[config.mk]
export PLATFORM = sky130hd
export DESIGN_NAME = cfg_regbank
export DESIGN_NICKNAME = d
export VERILOG_FILES = /design/src/rtl/cfg_regbank.sv
export SDC_FILE = /design/constraint.sdc
export NUM_CORES = 1
export LEC_CHECK = 0
export ABC_AREA = 0
export BUFFER_PORTS_ARGS = -buffer_cell sky130_fd_sc_hd__buf_2
export CAP_MARGIN = 40
export CORE_MARGIN = 2
export CORE_UTILIZATION = 40
export CTS_CLUSTER_DIAMETER = 40
export DETAILED_ROUTE_END_ITERATION = 8
export GPL_ROUTABILITY_DRIVEN = 0
export GPL_TIMING_DRIVEN = 1
export PLACE_DENSITY = 0.72
export SYNTH_ARGS = -nofsm -noshare
export SYNTH_HDL_FRONTEND = slang
export SYNTH_SLANG_ARGS = --single-unit
[constraint.sdc]
create_clock -name clk -period 1.3 [get_ports clk]
set_input_delay 0.13 -clock clk [delete_from_list [all_inputs] [get_ports clk]]
set_output_delay 0.13 -clock clk [all_outputs]
set_load 0.01 [all_outputs]
[src/rtl/cfg_regbank.sv]
module cfg_regbank #(
  parameter int          DW       = 8,
  parameter logic [7:0]  IDX_PORT = 8'h01,
  parameter logic [7:0]  IDX_UART = 8'h02,
  parameter logic [7:0]  GATE_TOP = 8'h39,
  parameter logic [7:0]  PORT_POR = 8'h9C,
  parameter logic [7:0]  UART_POR = 8'h08
) (
  input  logic          clk,
  input  logic          por_n,
  input  logic          hard_rst,
  input  logic          cfg_enter,
  input  logic          cfg_exit,
  input  logic          idx_wr,
  input  logic          data_wr,
  input  logic          data_rd,
  input  logic [DW-1:0] wdata,
  output logic [DW-1:0] rdata,
  output logic          pp_power_on,
  output logic          pp_printer_mode,
  output logic          uart_power_on
);

  logic          cfg_active;
  logic          lock;
  logic [DW-1:0] index;
  logic          in_gate;
  logic          wr_ok;
  logic          rd_ok;
  logic [DW-1:0] port_val;
  logic [DW-1:0] uart_val;

  assign in_gate = index <= DW'(GATE_TOP);
  assign wr_ok   = cfg_active && lock && data_wr && in_gate;
  assign rd_ok   = cfg_active && lock && data_rd && in_gate;

  always_comb begin
    port_val    = '0;
    port_val[7] = lock;
    port_val[4] = 1'b1;
    port_val[3] = pp_printer_mode;
    port_val[2] = pp_power_on;
    uart_val    = '0;
    uart_val[3] = uart_power_on;
  end

  always_comb begin
    rdata = '0;
    if (rd_ok) begin
      if (index == DW'(IDX_PORT))      rdata = port_val;
      else if (index == DW'(IDX_UART)) rdata = uart_val;
    end
  end

  always_ff @(posedge clk or negedge por_n) begin
    if (!por_n) begin
      cfg_active      <= 1'b0;
      index           <= '0;
      lock            <= 1'b1;
      pp_power_on     <= PORT_POR[2];
      pp_printer_mode <= PORT_POR[3];
      uart_power_on   <= UART_POR[3];
    end else if (hard_rst) begin
      cfg_active <= 1'b0;
      index      <= '0;
      lock       <= 1'b1;
    end else begin
      if (cfg_exit)       cfg_active <= 1'b0;
      else if (cfg_enter) cfg_active <= 1'b1;
      if (cfg_active && idx_wr) index <= wdata;
      if (wr_ok && index == DW'(IDX_PORT)) begin
        pp_power_on     <= wdata[2];
        pp_printer_mode <= wdata[3];
        lock            <= lock & wdata[7];
      end
      if (wr_ok && index == DW'(IDX_UART)) uart_power_on <= wdata[3];
    end
  end

  p_lock_sticky_r6: assert property (@(posedge clk) disable iff (!por_n)
    (!lock && !hard_rst) |=> !lock);

  p_locked_read_zero_r6: assert property (@(posedge clk) disable iff (!por_n)
    !lock |-> rdata == '0);

  p_no_change_outside_r5: assert property (@(posedge clk) disable iff (!por_n)
    (!cfg_active && !hard_rst) |=> $stable({pp_power_on, pp_printer_mode, uart_power_on}));

  p_hard_reset_relock_r7: assert property (@(posedge clk) disable iff (!por_n)
    hard_rst |=> (lock && !cfg_active && index == '0));

  p_hard_reset_keeps_fields_r7: assert property (@(posedge clk) disable iff (!por_n)
    hard_rst |=> $stable({pp_power_on, pp_printer_mode, uart_power_on}));

  p_idle_read_zero_r9: assert property (@(posedge clk) disable iff (!por_n)
    !data_rd |-> rdata == '0);

  p_fixed_bits_r2: assert property (@(posedge clk) disable iff (!por_n)
    (rd_ok && index == DW'(IDX_PORT)) |-> (rdata[4] && rdata[1:0] == 2'b00 && rdata[6:5] == 2'b00));

endmodule

==> results of run 1 <==
-- sequential cells by signal, indices dropped and copies added (netlist names) --
register / count
pp_power_on: 1
uart_power_on: 1
index: 8
lock: 1
cfg_active: 1
pp_printer_mode: 1
-- timing repair --
action | in CTS | in global routing
endpoints found under the setup margin | 6 | 7
buffers inserted | 4 | 1
gates cloned | 0 | 0
hold buffers | 2 | 0
gates resized for setup | 5 | 3
endpoints found under the hold margin | 14 | 0
pin swaps | 4 | 3
-- where the power goes --
part	total [uW]	switching (uW)	internal [uW]
clock	245	127	119
sequential	424	7.41	417
combinational	109	57.3	51.5
-- routing by layer --
metal	up-vias	GRT usage [%]
met5	-	0
met4	0	7.88
met3	0	5.60
met2	30	28.1
met1	263	20.9
li1	289	-
-- critical path, stage by stage, from the launching register on --
cell and delay [ps]:
dfstp_2 540, and4bb_2 230, and2_4 160, and4_1 160
buf_2 120
-- layout make-up --
class / instances / area share [%]
Clock buffer: 4 / 2.97
Inverter: 1 / 0.425
Multi-Input combinational cell: 49 / 36.5
Sequential cell: 13 / 37.4
Tap cell: 16 / 2.27
Timing Repair Buffer: 29 / 20.4
-- cells by family after synthesis --
logic type             after synthesis  share of synthesized area (%)
and+or+nand+nor                     32                           29.2
muxes                                3                           5.08
AOI/OAI and AO/OA                   10                           8.66
other                                1                          0.564
DFF                                 13                           49.7
buffers and inverters                8                           6.78
-- how the worst max path moves through the flow --
stage,startpoint,depth (start not counted),slack [ps],endpoint
floorplan,lock,3,20,rdata[2]
global placement,index[5],4,-50,rdata[2]
detailed placement,lock,4,-90,rdata[2]
CTS,lock,4,-300,rdata[2]
global route,lock,4,-370,rdata[2]
finish,lock,4,-300,rdata[2]
-- placed cells by master, fill, tap and decap left out, drive strengths merged, types with 2 or more instances in the layout --
cell type and n:
dfrtp 9, nor2 2, conb 4, and3 3, nor2b 2, clkbuf 4
mux2 3, nand3 8, dlygate4sd3 2, buf 27, nand2 9, a21oi 8
nand4 2, dfstp 4
-- metrics by stage --
step | total power [uW] | TNS (ps) | worst slack [ps] | std cells
global route | 829 | -1870 | -365 | 112
floorplan | 484 | 0 | 21.1 | 70
finish | 779 | -1460 | -303 | 112
global placement | 520 | -105 | -53.3 | 103
CTS | 786 | -1660 | -304 | 113
detailed placement | 522 | -314 | -88.3 | 103
==> results_dict.tcl, run 1 <==
set metrics [dict create \
    clock_sinks 13 \
    cts_htree_levels 1 \
    hold-path-endpoint "index[4]" \
    hold_ws_ps 94.5 \
    postSynthCellCount 67 \
    crit_type "flop to output port" \
    hp-start "wdata[4]" \
    cts-root-buf "clkbuf_4" \
    vias_per_cell 5.20 \
    drv_cap 0 \
    detail_route.wl_per_cell_um 13.2 \
    wl_met3_um 126 \
    finalWorstSetupSlack_ps -303 \
    fin_area_um2 883 \
    synth_top_cell_by_area "dfrtp_1" \
    dr_total_vias 582 \
    core_mm2 0.00152 \
    setup_violations 7 \
    ys_async_sr_fraction_pct 100 \
    fill_cells 138 \
    clk_pin_slew_worst_paths_ps 80 \
    leakagePower_uw 0.000437 \
    routed.top_layer "met3" \
    cp-end-kind "output port" \
    yosys_most_used_dff "dfrtp_1" \
    synth_edf_count 0 \
    grt_pass1_wl_um 2480 \
    required_ps 1170 \
    postSynthRegisterBits 13 \
    placed_area_um2 779 \
    r2r_end "pp_printer_mode" \
    rsz0062_at_grt "yes" \
    period_share_pct 123 \
    status "finished, violations left" \
    clockBufferDepth 2 \
    gr-usage-all-layers_pct 17.3 \
    port_buffers 22 \
    wirelength_met1_um 676 \
    io_pins 27 \
    num_antenna_cells 0 \
    dp_hpwl_um 1030 \
    drc_errors 0 \
    dr.pass1.iters 4 \
    ir_worst_vdd_v 0.000526 \
    cp-start-kind "flop" \
    worstPathArrival_ps 1470 \
    initial_core_util_pct 43.6 \
    ff2ff_setup_slack_ps -110 \
    synthTopCellsByArea "dfrtp_1 (34%), dfstp_2 (16%), a21oi_1 (6.0%)" \
    synth_seq_area_share_pct 49.7 \
    tritoncts "yes" \
    wl_met2_um 669 \
    drt-total-wl_um 1470 \
    syn_area_um2 664 \
    final_util_pct 58.0 \
    die_x_um 44.8 \
    fin_skew_ps 6.20 \
    grt_pass1_vias 590 \
    syn_to_final_growth_pct 33.0 \
    yosysWarnings 0 \
    synth_top_area_share_pct 33.9 \
    synth_commonest_cells "dfrtp_1 (9), nand2_1 (9), a21oi_1 (8), nand3_1 (8)" \
    power.density_mw_per_mm2 881 \
    min_path_cells 3 \
    numCtsBuffers 3 \
    clock_latency_ps 270 \
    antenna_found_initial 0 \
    violations "setup timing" \
    overflow 0 \
    seq_area_um2 330 \
    r2r-start "index[5]" \
    die_h_um 44.8 \
    multi_input_area_um2 323 \
    r2r.worst_path.cells 4 \
    first_iter_violations 6 \
    finalHoldViolations 0 \
    synth_cell_types 24 \
    rows 14 \
    post-route-min-period_ps 1600 \
    nNetsFinal 113 \
    hold_class "primary input to flop" \
    ant_nets 0 \
    cp_max_fo 5 \
    synth_area_per_cell_um2 9.92 \
    clock.fmax_mhz 624 \
    die-area_mm2 0.00200 \
    drv_slew 0 \
    grt_max_degree 14 \
    layout-drive-gt1-share_pct 44.8 \
]
No activity file was read; power rests on OpenSTA's default activity.
==> run 2: changes to the inputs <==
--- a/config.mk
+++ b/config.mk
@@ -9,12 +9,12 @@
 export BUFFER_PORTS_ARGS = -buffer_cell sky130_fd_sc_hd__buf_2
 export CAP_MARGIN = 40
 export CORE_MARGIN = 2
-export CORE_UTILIZATION = 40
+export CORE_UTILIZATION = 41
 export CTS_CLUSTER_DIAMETER = 40
 export DETAILED_ROUTE_END_ITERATION = 8
 export GPL_ROUTABILITY_DRIVEN = 0
 export GPL_TIMING_DRIVEN = 1
-export PLACE_DENSITY = 0.72
+export PLACE_DENSITY = 0.73
 export SYNTH_ARGS = -nofsm -noshare
 export SYNTH_HDL_FRONTEND = slang
 export SYNTH_SLANG_ARGS = --single-unit
==> run 2 against run 1 <==
Against the previous run: the run still ends with setup timing left; routed wire length is 5.7% lower; sequential power is essentially flat; first-iteration DRC count is 67% higher; critical endpoint unchanged; largest power group unchanged.
==> results_dict.tcl, run 2 (synthesis gave the netlist of run 1 again) <==
set metrics [dict create \
    status "finished, violations left" \
    violations "setup timing" \
    seq_area_um2 330 \
    cts-root-buf "clkbuf_4" \
    initial_core_util_pct 44.1 \
    multi_input_area_um2 305 \
    grt_pass1_vias 493 \
    ir_worst_vdd_v 0.000533 \
    hp-start "wdata[4]" \
    layout-drive-gt1-share_pct 42.1 \
    mostFrequentLayoutCell "buf_2" \
    dr.pass1.iters 4 \
    finalWorstSetupSlack_ps -308 \
    dr_total_vias 573 \
    clockBufferDepth 2 \
    clock_sinks 13 \
    clk_pin_slew_worst_paths_ps 80 \
    worstPathArrival_ps 1480 \
    cts_htree_levels 1 \
    cp-start-kind "flop" \
    numCtsBuffers 3 \
    drv_slew 0 \
    vias_per_cell 5.16 \
    first_iter_violations 10 \
    rows 14 \
    crit_type "flop to output port" \
    dp_hpwl_um 1010 \
    leakagePower_uw 0.000431 \
    fin_skew_ps 3.81 \
    final_cell_mix "buf_2 (22), nand2_1 (9), dfrtp_1 (9), nand3_1 (8), a21oi_1 (8)" \
    detail_route.wl_per_cell_um 12.5 \
    post-route-min-period_ps 1610 \
    syn_to_final_growth_pct 27.5 \
    critPathLaunch "lock" \
    clock_latency_ps 270 \
    io_pins 27 \
    cp-end-kind "output port" \
    finalHoldViolations 0 \
    gr-usage-all-layers_pct 15.2 \
    fill_cells 152 \
    power_uw 771 \
    fin_cells 111 \
    place_inst 103 \
    die_h_um 44.3 \
    r2r-start "lock" \
    core_mm2 0.00151 \
    setup_violations 7 \
    port_buffers 22 \
    power.density_mw_per_mm2 910 \
    overflow 0 \
    die-area_mm2 0.00196 \
    largest_reg_flops 8 \
    rsz0062_at_grt "yes" \
    clock.fmax_mhz 622 \
    grt_max_degree 14 \
    die_x_um 44.3 \
    nNetsFinal 112 \
    hold_class "primary input to flop" \
    tritoncts "yes" \
    final_util_pct 56.2 \
    setup_tns_ps -1490 \
    required_ps 1170 \
    drt-total-wl_um 1390 \
    antenna_found_initial 0 \
    grt_pass1_wl_um 2170 \
    drc_errors 0 \
    regMostFlops "index" \
    ant_nets 0 \
    num_antenna_cells 0 \
    cp_max_fo 5 \
    drv_cap 0 \
    period_share_pct 124 \
]
## run 2: cell types whose count changed in the layout (fill, tap and decap cells not counted)
cell	delta
mux2_1	+1
and3_4	-2
clkinv_2	+1
clkbuf_1	-1
buf_4	-1
and3_1	+2
mux2_4	-2
buf_2	+2
buf_6	-2
mux2_2	+1
## run 2: metrics by stage
step	setup slack (ps)	hold WS (ps)	cell area [um2]
finish	-308	99.9	847
CTS	-357	86.7	828
global route	-395	82.0	847
detailed placement	-91.3	31.4	779
floorplan	21.1	-166	676
global placement	-54.0	30.9	779
## run 2: cell type report
| class | instances | share of cell area (%) |
|---|---|---|
| sequential | 13 | 39.0 |
| multi-input combinational | 49 | 36.0 |
| timing repair buffer | 28 | 18.9 |
| clock buffer | 3 | 2.66 |
| tap | 16 | 2.36 |
| clock inverter | 1 | 0.591 |
| inverter | 1 | 0.443 |
## run 2: worst paths after layout
| check | endpoint | slack (ps) | depth (start not counted) |
|---|---|---|---|
| worst max register to register | pp_printer_mode | -130 | 4 |
| max in group asynchronous | pp_printer_mode | 750 | 2 |
| worst max-delay path | rdata[2] | -310 | 4 |
| worst min-delay path | index[4] | 100 | 3 |
| worst min register to register | lock | 510 | 2 |
| min in group asynchronous | index[3] | 270 | 2 |
## run 2: timing repair
item                                    in CTS  in global routing
gates cloned                                 0                  0
pin swaps                                    5                  1
gates resized for setup                      1                  1
hold endpoints to repair                    14                  0
buffers inserted                             0                  2
hold buffers                                 2                  0
endpoints found under the setup margin       6                  7
## run 2: routing by layer
metal  routed length (um)  part of all wire (%)  track usage (%)
met4                    0                     0             3.64
met5                    0                     0                0
met1                  636                    46             21.0
met3                   92                   6.6             3.67
met2                  660                    48             24.1
## run 2: worst max-delay path, cell delays in order (launching register included)
cell and delay, ps:
dfstp_2 530, and4bb_2 240, and2_4 160, and4_1 150
buf_2 120
## run 2: where the power goes
group          switching (uW)  internal [uW]
Combinational            55.0           48.0
Clock                     129            114
Sequential               7.64            417
Total                     192            579
